`config.mk`:
```
export PLATFORM = sky130hd
export DESIGN_NAME = sclk_reload_gen
export DESIGN_NICKNAME = d
export VERILOG_FILES = /design/src/rtl/srg_pkg.sv /design/src/rtl/srg_rst_sync.sv /design/src/rtl/srg_divisor.sv /design/src/rtl/srg_counter.sv /design/src/rtl/srg_phase.sv /design/src/rtl/sclk_reload_gen.sv
export SDC_FILE = /design/constraint.sdc
export NUM_CORES = 1
export LEC_CHECK = 0
export ABC_AREA = 0
export BUFFER_PORTS_ARGS = -buffer_cell sky130_fd_sc_hd__buf_2
export CORE_MARGIN = 1.5
export CORE_UTILIZATION = 50
export CTS_CLUSTER_DIAMETER = 60
export DETAILED_ROUTE_END_ITERATION = 10
export PLACE_DENSITY = 0.82
export SETUP_SLACK_MARGIN = 0.02
export SYNTH_ARGS = -nofsm -noshare
export SYNTH_HDL_FRONTEND = slang
export SYNTH_SLANG_ARGS = --single-unit
```
`constraint.sdc`:
```
create_clock -name clk -period 1.75 [get_ports clk]
set_clock_uncertainty 0.15 [all_clocks]
set_input_delay 0.2625 -clock clk [delete_from_list [all_inputs] [get_ports clk]]
set_output_delay 0.2625 -clock clk [all_outputs]
set_load 0.02 [all_outputs]
```
`src/rtl/srg_pkg.sv`:
```
package srg_pkg;
  localparam int SRG_CNT_W      = 15;
  localparam int SRG_MIN_RELOAD = 3;

  typedef enum logic [1:0] {
    SRG_LD_NONE,
    SRG_LD_START,
    SRG_LD_SOFT,
    SRG_LD_WRAP
  } srg_load_e;
endpackage

```
`src/rtl/srg_rst_sync.sv`:
```
module srg_rst_sync #(
  parameter int STAGES = 2
) (
  input  logic clk,
  input  logic rst_n,
  output logic rst_sync_n
);
  logic [STAGES-1:0] sync_q;

  always_ff @(posedge clk or negedge rst_n) begin
    if (!rst_n) sync_q <= '0;
    else        sync_q <= {sync_q[STAGES-2:0], 1'b1};
  end

  assign rst_sync_n = sync_q[STAGES-1];
endmodule

```
`src/rtl/srg_divisor.sv`:
```
module srg_divisor #(
  parameter int CNT_W      = srg_pkg::SRG_CNT_W,
  parameter int MIN_RELOAD = srg_pkg::SRG_MIN_RELOAD
) (
  input  logic             clk,
  input  logic             rst_n,
  input  logic             wr_i,
  input  logic [CNT_W-1:0] val_i,
  input  logic             load_i,
  output logic [CNT_W-1:0] load_val_o,
  output logic [CNT_W-1:0] act_nxt_o
);
  localparam logic [CNT_W-1:0] MIN_V = CNT_W'(MIN_RELOAD);

  logic [CNT_W-1:0] pend_q, pend_d;
  logic [CNT_W-1:0] act_q, act_d;
  logic [CNT_W-1:0] wr_clamped;

  always_comb begin
    wr_clamped = (val_i < MIN_V) ? MIN_V : val_i;
    pend_d     = wr_i ? wr_clamped : pend_q;
    act_d      = load_i ? pend_d : act_q;
  end

  assign load_val_o = pend_d;
  assign act_nxt_o  = act_d;

  always_ff @(posedge clk or negedge rst_n) begin
    if (!rst_n) begin
      pend_q <= MIN_V;
      act_q  <= MIN_V;
    end else begin
      pend_q <= pend_d;
      act_q  <= act_d;
    end
  end

  // the divisor in use never drops below the minimum
  a_r6_active_min: assert property (@(posedge clk) disable iff (!rst_n)
    act_q >= MIN_V);
  // a stored write is always at least the minimum
  a_r6_pend_min: assert property (@(posedge clk) disable iff (!rst_n)
    wr_i |=> pend_q >= MIN_V);
endmodule

```
`src/rtl/srg_counter.sv`:
```
module srg_counter #(
  parameter int CNT_W = srg_pkg::SRG_CNT_W
) (
  input  logic             clk,
  input  logic             rst_n,
  input  logic             en_i,
  input  logic             soft_i,
  input  logic             wr_i,
  input  logic [CNT_W-1:0] load_val_i,
  output logic [CNT_W-1:0] cnt_nxt_o,
  output logic             run_o,
  output logic             run_nxt_o,
  output logic             load_o,
  output logic             tick_o
);
  import srg_pkg::*;

  localparam logic [CNT_W-1:0] CNT_ONE = {{(CNT_W-1){1'b0}}, 1'b1};

  srg_load_e        kind;
  logic [CNT_W-1:0] cnt_q, cnt_d;
  logic             run_q, run_d;
  logic             tick_q, tick_d;

  always_comb begin
    if (soft_i)                          kind = SRG_LD_SOFT;
    else if (wr_i && !run_q)             kind = SRG_LD_START;
    else if (run_q && en_i && cnt_q == '0) kind = SRG_LD_WRAP;
    else                                 kind = SRG_LD_NONE;

    case (kind)
      SRG_LD_NONE: cnt_d = (run_q && en_i) ? cnt_q - CNT_ONE : cnt_q;
      default:     cnt_d = load_val_i;
    endcase

    run_d  = run_q | wr_i;
    tick_d = (kind == SRG_LD_WRAP);
  end

  always_ff @(posedge clk or negedge rst_n) begin
    if (!rst_n) begin
      cnt_q  <= '0;
      run_q  <= 1'b0;
      tick_q <= 1'b0;
    end else begin
      cnt_q  <= cnt_d;
      run_q  <= run_d;
      tick_q <= tick_d;
    end
  end

  assign cnt_nxt_o = cnt_d;
  assign run_o     = run_q;
  assign run_nxt_o = run_d;
  assign load_o    = (kind != SRG_LD_NONE);
  assign tick_o    = tick_q;

  // tick lasts a single bus clock
  a_r2_tick_single: assert property (@(posedge clk) disable iff (!rst_n)
    tick_q |=> !tick_q);
  // a tick only follows a counter that sat at zero
  a_r2_tick_after_zero: assert property (@(posedge clk) disable iff (!rst_n)
    tick_q |-> $past(cnt_q) == '0);
  // a plain write never disturbs the countdown of a running period
  a_r7_write_defers: assert property (@(posedge clk) disable iff (!rst_n)
    run_q && en_i && !soft_i && cnt_q != '0 |=> cnt_q == $past(cnt_q) - CNT_ONE);
  // disabled counter holds and stays silent
  a_r9_freeze: assert property (@(posedge clk) disable iff (!rst_n)
    run_q && !en_i && !soft_i |=> $stable(cnt_q) && !tick_q);
endmodule

```
`src/rtl/srg_phase.sv`:
```
module srg_phase #(
  parameter int CNT_W = srg_pkg::SRG_CNT_W
) (
  input  logic             clk,
  input  logic             rst_n,
  input  logic             inv_i,
  input  logic             run_nxt_i,
  input  logic [CNT_W-1:0] cnt_nxt_i,
  input  logic [CNT_W-1:0] act_nxt_i,
  output logic             sclk_o
);
  localparam int W1 = CNT_W + 1;

  logic [W1-1:0] act_ext, low_w;
  logic          sclk_q, sclk_d;

  always_comb begin
    act_ext = {1'b0, act_nxt_i};
    // low phase = floor((R+1)/2) normally, ceil((R+1)/2) when inverted
    low_w   = (act_ext + (inv_i ? W1'(2) : W1'(1))) >> 1;
    sclk_d  = run_nxt_i ? ({1'b0, cnt_nxt_i} >= low_w) : 1'b1;
  end

  always_ff @(posedge clk or negedge rst_n) begin
    if (!rst_n) sclk_q <= 1'b1;
    else        sclk_q <= sclk_d;
  end

  assign sclk_o = sclk_q;
endmodule

```
`src/rtl/sclk_reload_gen.sv`:
```
module sclk_reload_gen #(
  parameter int CNT_W      = srg_pkg::SRG_CNT_W,
  parameter int MIN_RELOAD = srg_pkg::SRG_MIN_RELOAD
) (
  input  logic             clk,
  input  logic             rst_n,
  input  logic             en,
  input  logic [CNT_W-1:0] reload_val,
  input  logic             reload_wr,
  input  logic             sclk_inv,
  input  logic             soft_rst,
  output logic             sclk,
  output logic             baud_tick
);
  logic             rst_sync_n;
  logic [CNT_W-1:0] load_val, act_nxt, cnt_nxt;
  logic             load, run, run_nxt;

  srg_rst_sync #(.STAGES(2)) u_rst (
    .clk        (clk),
    .rst_n      (rst_n),
    .rst_sync_n (rst_sync_n)
  );

  srg_divisor #(.CNT_W(CNT_W), .MIN_RELOAD(MIN_RELOAD)) u_div (
    .clk        (clk),
    .rst_n      (rst_sync_n),
    .wr_i       (reload_wr),
    .val_i      (reload_val),
    .load_i     (load),
    .load_val_o (load_val),
    .act_nxt_o  (act_nxt)
  );

  srg_counter #(.CNT_W(CNT_W)) u_cnt (
    .clk        (clk),
    .rst_n      (rst_sync_n),
    .en_i       (en),
    .soft_i     (soft_rst),
    .wr_i       (reload_wr),
    .load_val_i (load_val),
    .cnt_nxt_o  (cnt_nxt),
    .run_o      (run),
    .run_nxt_o  (run_nxt),
    .load_o     (load),
    .tick_o     (baud_tick)
  );

  srg_phase #(.CNT_W(CNT_W)) u_ph (
    .clk       (clk),
    .rst_n     (rst_sync_n),
    .inv_i     (sclk_inv),
    .run_nxt_i (run_nxt),
    .cnt_nxt_i (cnt_nxt),
    .act_nxt_i (act_nxt),
    .sclk_o    (sclk)
  );

  // idle divider keeps the clock parked high and silent
  a_r1_idle_high: assert property (@(posedge clk) disable iff (!rst_sync_n)
    !run |-> sclk && !baud_tick);
  // every period opens with the high phase
  a_r10_tick_high: assert property (@(posedge clk) disable iff (!rst_sync_n)
    baud_tick |-> sclk);
  // soft reset starts a fresh high phase on the next edge
  a_r8_soft_high: assert property (@(posedge clk) disable iff (!rst_sync_n)
    soft_rst && (run || reload_wr) |=> sclk && !baud_tick);
endmodule

```
==> results of run 1 <==
registers in the layout, indices dropped and copies added (netlist names):
signal and cells:
u_div.pend_q 15, u_div.act_q 15, u_ph.sclk_o 1, u_cnt.run_o 1, u_cnt.tick_o 1, u_rst.sync_q 2
u_cnt.cnt_q 15
per-stage QoR:
| stage | setup WS [ns] | instances | area (um2) | TNS, ns |
|---|---|---|---|---|
| floorplan | -1.95 | 294 | 3080 | -6.21 |
| global placement | -1.88 | 473 | 3940 | -12.31 |
| detailed placement | -2.06 | 473 | 3940 | -14.72 |
| CTS | -1.91 | 495 | 4470 | -15.71 |
| global route | -2.26 | 507 | 4690 | -19.68 |
| finish | -2.24 | 507 | 4690 | -19.40 |
cell usage after synthesis (6+ instances only):
library cell  instances
o21ai_0               6
a21oi_1              19
nor2_1               45
ha_1                 18
nand3_1               7
inv_1                 8
mux2_2               16
xor2_1               14
nand2_1              18
dfrtp_1              45
nand4_1               6
xnor2_1              12
where the power goes:
part           switching [mW]  internal, mW  total, mW  leakage (nW)
registers               0.127          1.30       1.42         0.567
logic                   0.814         0.735       1.55          1.49
clock network           0.425         0.282      0.707        0.0483
total                    1.36          2.31       3.68          2.10
metal layers:
layer | global-route usage | routed length, um
met5 | 0 | 0
met3 | 0.0651 | 1100
met4 | 0.188 | 1110
met1 | 0.403 | 4620
met2 | 0.620 | 6060
worst reg2reg max path: stages (launching register included):
cell and delay (ns):
dfrtp_1 0.44, nor4bb_2 0.34, buf_4 0.18, nand4_4 0.13, nand2_2 0.14, nand2_1 0.13, a21oi_2 0.21, fa_2 0.32
nand3_2 0.12, nor2_2 0.21, mux2i_2 0.16, a211oi_2 0.20, xnor2_1 0.11, ha_1 0.21, a21o_1 0.17, a21o_1 0.15
a21oi_1 0.15, o2111a_1 0.21, o41ai_2 0.08
worst paths after layout:
kind	startpoint	to	slack [ns]
min reg2reg	u_rst.sync_q[1]$_DFF_PN0_	u_div.pend_q[6]$_DFF_PN0_	0.07
min	soft_rst	u_cnt.tick_o$_DFF_PN0_	0.06
max in group asynchronous	u_rst.sync_q[1]$_DFF_PN0_	u_ph.sclk_o$_DFF_PN1_	0.80
min in group asynchronous	u_rst.sync_q[1]$_DFF_PN0_	u_div.pend_q[6]$_DFF_PN0_	0.07
max	reload_val[11]	u_ph.sclk_o$_DFF_PN1_	-2.24
max reg2reg	u_cnt.cnt_q[12]$_DFF_PN0_	u_ph.sclk_o$_DFF_PN1_	-2.14
area by class of cell:
| type | count | area, um2 |
|---|---|---|
| inverter | 8 | 30.0 |
| multi-input combinational | 227 | 2060 |
| tap | 72 | 90.1 |
| clock buffer | 5 | 68.8 |
| fill | 260 | 922 |
| sequential | 50 | 1260 |
| timing repair buffer | 142 | 1150 |
| clock inverter | 3 | 18.8 |
repair_timing:
action	4_1_cts	5_1_grt
pin swaps	21	22
setup endpoints to repair	30	32
resized for setup	74	26
hold endpoints to repair	2	0
buffers inserted	12	13
gates cloned	2	0
hold buffers	1	0
cell families after synthesis:
logic type / count (synthesis)
AND/OR/NAND/NOR: 111
AO/OA/AOI/OAI: 50
flip-flops: 50
XOR/XNOR: 26
multiplexers: 20
adder cells (fa/ha/maj): 19
buffers and inverters: 17
other: 1
==> results.sh, run 1 <==
export IMPL_cts_sinks=50
export IMPL_drt_pass1_iterations=6
export IMPL_syn_to_final_growth_pct=58.9
export IMPL_worstPathMaxFanout=3
export IMPL_avgViaCountPerCell=6.60
export IMPL_path_class="primary input to flop"
export IMPL_slew_violations=0
export IMPL_ir_worst_vdd_mv=0.543
export IMPL_core_mm2=0.00561
export IMPL_place_hpwl_um=6070
export IMPL_antenna_cells=0
export IMPL_synth_compound_area_frac=0.112
export IMPL_die_height_um=79.8
export IMPL_period_minus_slack_ns=3.99
export IMPL_drcViolationCount=0
export IMPL_grt_pass1_wl_um=16500
export IMPL_synthMuxAreaShare=0.0747
export IMPL_gr_total_overflow=0
export IMPL_fmax_mhz=251
export IMPL_cp_num_buf_inv=2
export IMPL_hold_viol_final=0
export IMPL_cts_tree="built"
export IMPL_crit_top_cell="a21o_1"
export IMPL_htreeDepth=2
export IMPL_synth_area_top_cells="dfrtp_1 38%, ha_1 7.6%, mux2_2 6.1%, nor2_1 5.7%, dfstp_2 4.5%"
export IMPL_period_share=2.28
export IMPL_fin_util=0.836
export IMPL_synth_simple_area_share=0.199
export IMPL_port_buffers=22
export IMPL_cp_start_kind="primary input"
export IMPL_drive_gt1_frac=0.575
export IMPL_synth_cell_types=52
export IMPL_holdWs_ns=0.0592
export IMPL_cp_top_family="compound AO/OA/AOI/OAI gates"
export IMPL_cp_depth=19
export IMPL_synth_xor_area_share=0.0772
export IMPL_cp_cell_sequence="buf_2, nor4_1, buf_4, nand4_1, a31oi_1, nand2_1, a21oi_2, fa_2, nand3_2, nor2_2, mux2i_2, a211oi_2, xnor2_1, ha_1, a21o_1, a21o_1, a21oi_1, o2111a_1, o41ai_2"
export IMPL_synth_edff_count=0
export IMPL_setup_ws_ns=-2.24
export IMPL_yosys_warnings=0
export IMPL_synthArstFlopShare=1.00
export IMPL_syn_area_mm2=0.00295
export IMPL_routed_via_count=3348
export IMPL_cts_root_buf="clkbuf_8"
export IMPL_grt_antenna_before_repair=0
export IMPL_violations="negative setup slack"
export IMPL_reg2regPathDepth=18
export IMPL_syn_nets=334
export IMPL_layout_nets=474
export IMPL_yosys_area_top_type="dfrtp_1"
export IMPL_p_leak_nw=2.10
export IMPL_synth_cells=294
export IMPL_power_per_cell_area_mw_per_mm2=785
export IMPL_yosysTopAreaCellShare=0.382
export IMPL_status="finished with violations"
export IMPL_grt_usage=0.353
export IMPL_avgRoutedWirePerCell_um=25.4
export IMPL_insertion_delay_ns=0.33
export IMPL_tightest_slew_ns=0.499
export IMPL_setup_violations_final=31
export IMPL_die_area_mm2=0.00637
export IMPL_rsz0062_at_grt="true"
export IMPL_synth_flop_cell="dfrtp_1"
export IMPL_drt_iter0_drc=401
export IMPL_ys_ff_latch=50
export IMPL_synth_area_per_cell_um2=10.0
export IMPL_grt_max_degree=31
export IMPL_grt_pass1_vias=3229
export IMPL_initial_core_util=0.526
export IMPL_required_ns=1.85
export IMPL_gp_congestion=0.911
export IMPL_numCtsBuffers=5
export IMPL_synth_adder_area_share=0.0832
export IMPL_clk_pin_slew_ns=0.09
export IMPL_hold_path_depth=3
export IMPL_cp_slowest_cell="nor4_1"
export IMPL_end_kind="flop"
export IMPL_dieWidth_um=79.8
export IMPL_routed_wl_um=12900
export IMPL_fin_total_pwr_mw=3.68
export IMPL_yosysSeqAreaShare=0.426
export IMPL_rows=27
export IMPL_io_pins=23
export IMPL_cp_slowest_stage_delay_ns=0.48
export IMPL_mostFrequentLayoutCells="99 x buf_4, 44 x dfrtp_1, 24 x nor2_1"
export IMPL_slew_headroom=0.664
export IMPL_min_path_type="primary input to flop"
export IMPL_final_common_cell="buf_4"
export IMPL_clockBufferDepth=2
export IMPL_drt_antenna_violating_nets=0
export IMPL_synth_top_family_by_area="simple AND/OR/NAND/NOR gates"
export IMPL_maxCapViolCount=0
export IMPL_arrival_ns=4.09
Note: power is estimated with default switching activity, not from simulation.
==> run 2, diff against run 1 <==
--- a/config.mk
+++ b/config.mk
@@ -7,11 +7,13 @@
 export LEC_CHECK = 0
 export ABC_AREA = 0
 export BUFFER_PORTS_ARGS = -buffer_cell sky130_fd_sc_hd__buf_2
+export CELL_PAD_IN_SITES_DETAIL_PLACEMENT = 0
+export CELL_PAD_IN_SITES_GLOBAL_PLACEMENT = 1
 export CORE_MARGIN = 1.5
-export CORE_UTILIZATION = 50
+export CORE_UTILIZATION = 43
 export CTS_CLUSTER_DIAMETER = 60
 export DETAILED_ROUTE_END_ITERATION = 10
-export PLACE_DENSITY = 0.82
+export PLACE_DENSITY = 0.87
 export SETUP_SLACK_MARGIN = 0.02
 export SYNTH_ARGS = -nofsm -noshare
 export SYNTH_HDL_FRONTEND = slang
==> run 2 against run 1 <==
  * The flow still finishes with violations (negative setup slack)
  * Non-clock buffer count is 21 higher
  * Critical path type is now flop to flop
  * Clock power is 46% higher
  * Routed wire length is 9.6% lower
  * Die area is 16% higher
  * Via count is 7.3% lower
  * Global-route usage is 8.6 points lower
  * Utilization is 5.6 points lower
  * Register-to-register slack better by 0.05 ns
  * Combinational power is 3% lower
  * Count of clock-buffer cells in the layout is 1 higher
  * Critical path depth is 1 lower
  * Power is 7.6% higher
==> results.sh, run 2 (same netlist as run 1, synthesis figures left out) <==
export IMPL_p_sw_frac=0.322
export IMPL_grt_antenna_before_repair=0
export IMPL_routed_wl_um=11700
export IMPL_r2r_slack_ns=-2.09
export IMPL_routed_via_count=3105
export IMPL_violations="negative setup slack"
export IMPL_p_leak_nw=2.29
export IMPL_reg2regPathDepth=18
export IMPL_mostFrequentLayoutCells="103 x buf_4, 44 x dfrtp_1, 24 x buf_6"
export IMPL_status="finished with violations"
export IMPL_die_height_um=85.8
export IMPL_insertion_delay_ns=0.31
export IMPL_drt_pass1_iterations=4
export IMPL_final_common_cell="buf_4"
export IMPL_grt_max_degree=35
export IMPL_gr_total_overflow=0
export IMPL_fin_setup_tns_ns=-23.32
export IMPL_seqCellArea_mm2=0.00126
export IMPL_grt_usage=0.266
export IMPL_avgRoutedWirePerCell_um=21.9
export IMPL_period_share=2.20
export IMPL_grt_pass1_vias=2982
export IMPL_initial_core_util=0.454
export IMPL_setup_violations_final=32
export IMPL_slew_headroom=0.629
export IMPL_cp_slowest_stage_delay_ns=0.48
export IMPL_reg2reg_from="u_cnt.cnt_q[5]$_DFF_PN0_"
export IMPL_gp_congestion=0.918
export IMPL_dieWidth_um=85.8
export IMPL_slew_violations=0
export IMPL_place_hpwl_um=6130
export IMPL_tightest_slew_ns=0.557
export IMPL_p_switching_mw=1.27
export IMPL_r2r_end="u_ph.sclk_o$_DFF_PN1_"
export IMPL_required_ns=1.84
export IMPL_path_class="flop to flop"
export IMPL_ir_worst_vdd_mv=0.611
export IMPL_rows=29
export IMPL_multi_input_area_mm2=0.00210
export IMPL_top_regs="u_cnt.cnt_q (15), u_div.act_q (15), u_div.pend_q (15)"
export IMPL_end_kind="flop"
export IMPL_n_fill_cell=376
export IMPL_cts_sinks=50
export IMPL_power_per_cell_area_mw_per_mm2=782
export IMPL_period_minus_slack_ns=3.84
export IMPL_grt_pass1_wl_um=15000
export IMPL_drive_gt1_frac=0.590
export IMPL_fmax_mhz=260
export IMPL_layout_nets=495
export IMPL_io_pins=23
export IMPL_drcViolationCount=0
export IMPL_clockBufferDepth=2
export IMPL_combPwrFrac=0.381
export IMPL_power_frac_clock=0.261
export IMPL_antenna_cells=0
export IMPL_rsz0062_at_grt="true"
export IMPL_avgViaCountPerCell=5.83
export IMPL_numCtsBuffers=5
export IMPL_min_path_type="primary input to asynchronous set/reset pin"
export IMPL_final_cells=533
export IMPL_drt_antenna_violating_nets=0
export IMPL_drt_iter0_drc=270
export IMPL_cp_slowest_cell="dfrtp_1"
export IMPL_cp_start_kind="flop"
export IMPL_p_int_mw=2.68
export IMPL_hold_viol_final=0
export IMPL_setup_ws_ns=-2.09
export IMPL_crit_top_cell="nand2_1"
export IMPL_maxCapViolCount=0
export IMPL_die_area_mm2=0.00736
export IMPL_arrival_ns=3.93
export IMPL_port_buffers=22
export IMPL_worstPathMaxFanout=3
export IMPL_htreeDepth=2
export IMPL_syn_to_final_growth_pct=71.7
export IMPL_cts_tree="built"
export IMPL_cts_root_buf="clkbuf_8"
export IMPL_fin_total_pwr_mw=3.96
export IMPL_core_mm2=0.00649
export IMPL_place_inst=478
export IMPL_clk_pin_slew_ns=0.10
export IMPL_p_seq_frac=0.358
export IMPL_cp_cell_sequence="nor4_4, nand4_4, buf_6, nand2_4, nand2_1, a21oi_2, fa_2, nand3_2, nor2_2, buf_4, a32o_2, nand2_1, xor2_1, ha_1, nor2b_1, o21ai_1, o2111a_1, o41ai_2"
run 2: cell types whose count changed in the layout (fill, tap and decap cells not counted), sizes merged:
cell    previous run  this run
clkbuf             5         8
inv                9         8
buf              141       160
bufinv             0         2
clkinv             2         0
run 2: area by class of cell:
class / count / share of cell area
clock buffers: 6 / 0.0163
repair buffers: 163 / 0.284
inverters: 8 / 0.00593
flip-flops and latches: 50 / 0.249
multi-input cells: 227 / 0.415
clock inverters: 2 / 0.0119
well taps: 77 / 0.0190
run 2: through the flow:
step	setup slack, ns	cell area (um2)	util	hold WS, ns
after CTS	-1.90	4540	0.699	0.0832
after global placement	-1.98	3950	0.607	-0.103
after global routing	-2.25	5060	0.780	0.0862
after detailed placement	-2.10	3950	0.607	-0.101
final	-2.09	5060	0.780	0.0952
after floorplan	-1.95	3080	-	-0.183
run 2: timing repair:
| action | 4_1_cts | 5_1_grt |
|---|---|---|
| setup buffers | 18 | 26 |
| endpoints found under the hold margin | 2 | 0 |
| hold buffers | 1 | 0 |
| endpoints found under the setup margin | 30 | 32 |
| cloned | 2 | 2 |
| pin swaps | 16 | 29 |
| resized for setup | 63 | 68 |
run 2: worst max-delay path by stage:
stage	from	end	slack [ns]	cells after the start
2_1_floorplan	u_cnt.cnt_q[3]$_DFF_PN0_	u_ph.sclk_o$_DFF_PN1_	-1.95	19
3_3_place_gp	u_cnt.cnt_q[9]$_DFF_PN0_	u_ph.sclk_o$_DFF_PN1_	-1.98	18
3_5_place_dp	u_cnt.cnt_q[9]$_DFF_PN0_	u_ph.sclk_o$_DFF_PN1_	-2.10	18
4_1_cts	u_cnt.cnt_q[1]$_DFF_PN0_	u_ph.sclk_o$_DFF_PN1_	-1.90	20
5_1_grt	u_cnt.cnt_q[1]$_DFF_PN0_	u_ph.sclk_o$_DFF_PN1_	-2.25	20
6_report	u_cnt.cnt_q[5]$_DFF_PN0_	u_ph.sclk_o$_DFF_PN1_	-2.09	18
run 2: power groups by stage:
stage,registers (mW),logic [mW],clock network (mW)
global route,1.43,1.60,1.10
floorplan,1.43,0.562,0
global placement,1.41,1.03,0
CTS,1.40,1.22,1.02
detailed placement,1.42,1.05,0
finish,1.42,1.51,1.03
run 2: critical path, delay by kind of cell (launching register included):
kind	cells	cell delay (ns)
AOI/OAI and AO/OA	5	0.91
xor gates and xnor gates	1	0.16
adders and majority gates	2	0.58
buffers and inverters	2	0.29
DFF	1	0.48
and+or+nand+nor	8	1.20
run 2: routing by layer:
| layer | share of wire | vias up | wire, um | track usage |
|---|---|---|---|---|
| li1 | - | 1369 | - | - |
| met1 | 0.38 | 1527 | 4470 | 0.337 |
| met2 | 0.51 | 158 | 5970 | 0.471 |
| met3 | 0.060 | 51 | 696 | 0.0356 |
| met4 | 0.045 | 0 | 523 | 0.0865 |
| met5 | 0 | - | 0 | 0 |
==> run 3, diff against run 2 <==
--- a/config.mk
+++ b/config.mk
@@ -10,10 +10,10 @@
 export CELL_PAD_IN_SITES_DETAIL_PLACEMENT = 0
 export CELL_PAD_IN_SITES_GLOBAL_PLACEMENT = 1
 export CORE_MARGIN = 1.5
-export CORE_UTILIZATION = 43
+export CORE_UTILIZATION = 35
 export CTS_CLUSTER_DIAMETER = 60
 export DETAILED_ROUTE_END_ITERATION = 10
-export PLACE_DENSITY = 0.87
+export PLACE_DENSITY = 0.75
 export SETUP_SLACK_MARGIN = 0.02
 export SYNTH_ARGS = -nofsm -noshare
 export SYNTH_HDL_FRONTEND = slang
==> run 3 against run 2 <==
  * The flow still finishes with violations (negative setup slack)
  * Sequential cell count stayed put
  * Highest routed layer unchanged
  * Critical path depth up 1
  * Non-clock buffer count down 6
  * First-iteration DRC count decreased by 45%
  * Critical endpoint unchanged
  * Design area shrank 4.0%
  * Die area increased by 22%
  * Count of clock-buffer cells in the layout stayed put
  * Routed wire length is 20% lower
  * Fmax grew 3.0%
  * Final cell count rose by 4.1%
  * Utilization is 18 points lower
==> results.sh, run 3 (same netlist as run 1, synthesis figures left out) <==
export IMPL_period_minus_slack_ns=3.73
export IMPL_status="finished with violations"
export IMPL_initial_core_util=0.361
export IMPL_fin_util=0.595
export IMPL_core_mm2=0.00818
export IMPL_final_common_cell="buf_4"
export IMPL_final_cells=555
export IMPL_rows=33
export IMPL_maxCapViolCount=0
export IMPL_antenna_cells=0
export IMPL_hold_viol_final=0
export IMPL_dieWidth_um=94.8
export IMPL_power_frac_clock=0.230
export IMPL_ir_worst_vdd_mv=0.355
export IMPL_mostFrequentLayoutCells="110 x buf_4, 44 x dfrtp_1, 28 x nor2_1"
export IMPL_path_class="flop to flop"
export IMPL_cts_tree="built"
export IMPL_die_height_um=94.8
export IMPL_drt_iter0_drc=148
export IMPL_grt_antenna_before_repair=0
export IMPL_clk_pin_slew_ns=0.10
export IMPL_clockBufferDepth=2
export IMPL_grt_max_degree=49
export IMPL_grt_pass1_wl_um=13800
export IMPL_drt_antenna_violating_nets=0
export IMPL_n_fill_cell=686
export IMPL_numCtsBuffers=5
export IMPL_top_regs="u_cnt.cnt_q (15), u_div.act_q (15), u_div.pend_q (15)"
export IMPL_cts_root_buf="clkbuf_8"
export IMPL_syn_to_final_growth_pct=64.9
export IMPL_grt_usage=0.203
export IMPL_worstPathMaxFanout=3
export IMPL_fmax_mhz=268
export IMPL_arrival_ns=3.83
export IMPL_p_int_mw=2.48
export IMPL_htreeDepth=2
export IMPL_combPwrFrac=0.388
export IMPL_io_pins=23
export IMPL_setup_violations_final=30
export IMPL_power_per_cell_area_mw_per_mm2=751
export IMPL_drive_gt1_frac=0.576
export IMPL_die_area_mm2=0.00899
export IMPL_slew_violations=0
export IMPL_violations="negative setup slack"
export IMPL_p_switching_mw=1.17
export IMPL_fin_setup_tns_ns=-19.20
export IMPL_routed_via_count=2836
export IMPL_port_buffers=22
export IMPL_hold_path_depth=3
export IMPL_drt_pass1_iterations=4
export IMPL_routed_wl_um=9340
export IMPL_fin_total_pwr_mw=3.65
export IMPL_cts_sinks=50
export IMPL_end_kind="flop"
export IMPL_drcViolationCount=0
export IMPL_insertion_delay_ns=0.31
export IMPL_p_sw_frac=0.321
export IMPL_setup_ws_ns=-1.98
export IMPL_grt_pass1_vias=2721
export IMPL_rsz0062_at_grt="true"
export IMPL_gr_total_overflow=0
export IMPL_layout_nets=489
export IMPL_place_inst=510
export IMPL_avgRoutedWirePerCell_um=16.8
export IMPL_period_share=2.13
export IMPL_avgViaCountPerCell=5.11
export IMPL_cp_start_kind="flop"
export IMPL_p_leak_nw=2.20
export IMPL_p_seq_frac=0.381
export IMPL_min_path_type="primary input to flop"
export IMPL_gp_congestion=0.831
export IMPL_required_ns=1.84
export IMPL_reg2regPathDepth=19
export IMPL_place_hpwl_um=6040
export IMPL_r2r_slack_ns=-1.98
==> run 3: cell count changes in the layout (fill, tap and decap cells not counted), moves of 3 or more <==
cell / delta
a21oi_2: +5
a21oi_4: -4
buf_4: +7
buf_6: -9
buf_8: -3
nand2_2: +3
nor2_1: +5
nor2_2: -4
==> run 3: final cells by class <==
class	instances	area, um2	area share
Tap cell	105	131	0.0270
Clock buffer	6	72.6	0.0149
Sequential cell	50	1260	0.259
Multi-Input combinational cell	227	2020	0.415
Inverter	8	30.0	0.00617
Clock inverter	2	37.5	0.00772
Timing Repair Buffer	157	1320	0.270
==> run 3: path summary, 6_finish.rpt <==
| check | from | endpoint |
|---|---|---|
| setup / recovery | u_cnt.cnt_q[1]$_DFF_PN0_ | u_ph.sclk_o$_DFF_PN1_ |
| hold / removal | soft_rst | u_cnt.tick_o$_DFF_PN0_ |
| setup reg to reg | u_cnt.cnt_q[1]$_DFF_PN0_ | u_ph.sclk_o$_DFF_PN1_ |
| hold reg to reg | u_rst.sync_q[1]$_DFF_PN0_ | u_div.act_q[8]$_DFF_PN0_ |
| max in group asynchronous | u_rst.sync_q[1]$_DFF_PN0_ | u_ph.sclk_o$_DFF_PN1_ |
| min in group asynchronous | u_rst.sync_q[1]$_DFF_PN0_ | u_div.act_q[8]$_DFF_PN0_ |
==> run 3: metrics by stage <==
step                instance area [um2]  setup slack [ns]  hold slack (ns)
finish                             4860             -1.98           0.0630
global route                       4860             -2.20           0.0567
CTS                                4470             -1.96           0.0571
detailed placement                 4010             -2.20           -0.100
global placement                   4010             -2.12           -0.102
floorplan                          3080             -1.95           -0.183
==> run 3: critical path, stage by stage (launching register included) <==
cell,delay (ns)
dfrtp_1,0.40
inv_2,0.09
ha_4,0.13
nor4b_4,0.22
nand4_2,0.18
and2_4,0.23
nand2_1,0.10
a21oi_2,0.07
fa_2,0.41
o21ai_2,0.10
nor2_1,0.09
mux2i_1,0.29
a211oi_2,0.10
xnor2_1,0.15
ha_1,0.18
a21o_1,0.17
a21o_1,0.18
a21oi_2,0.11
o2111a_1,0.23
o41ai_2,0.08
==> run 3: per-layer routing <==
| metal | up-vias | wire, um | global-route usage |
|---|---|---|---|
| li1 | 1351 | - | - |
| met1 | 1405 | 4020 | 0.269 |
| met2 | 62 | 4800 | 0.342 |
| met3 | 18 | 253 | 0.0330 |
| met4 | 0 | 273 | 0.0510 |
| met5 | - | 0 | 0 |
==> run 3: power by group through the flow <==
stage,clock [mW],sequential (mW),combinational [mW]
2_1_floorplan,0,1.43,0.562
3_3_place_gp,0,1.40,1.07
3_5_place_dp,0,1.41,1.09
4_1_cts,0.853,1.39,1.25
5_1_grt,0.919,1.41,1.53
6_report,0.840,1.39,1.42
==> run 3: what timing repair did <==
item / 4_1_cts / 5_1_grt
setup buffers: 10 / 23
pin swaps: 21 / 17
gates resized for setup: 59 / 37
gates cloned: 1 / 2
hold buffers: 1 / 0
endpoints found under the setup margin: 30 / 31
hold endpoints to repair: 2 / 0
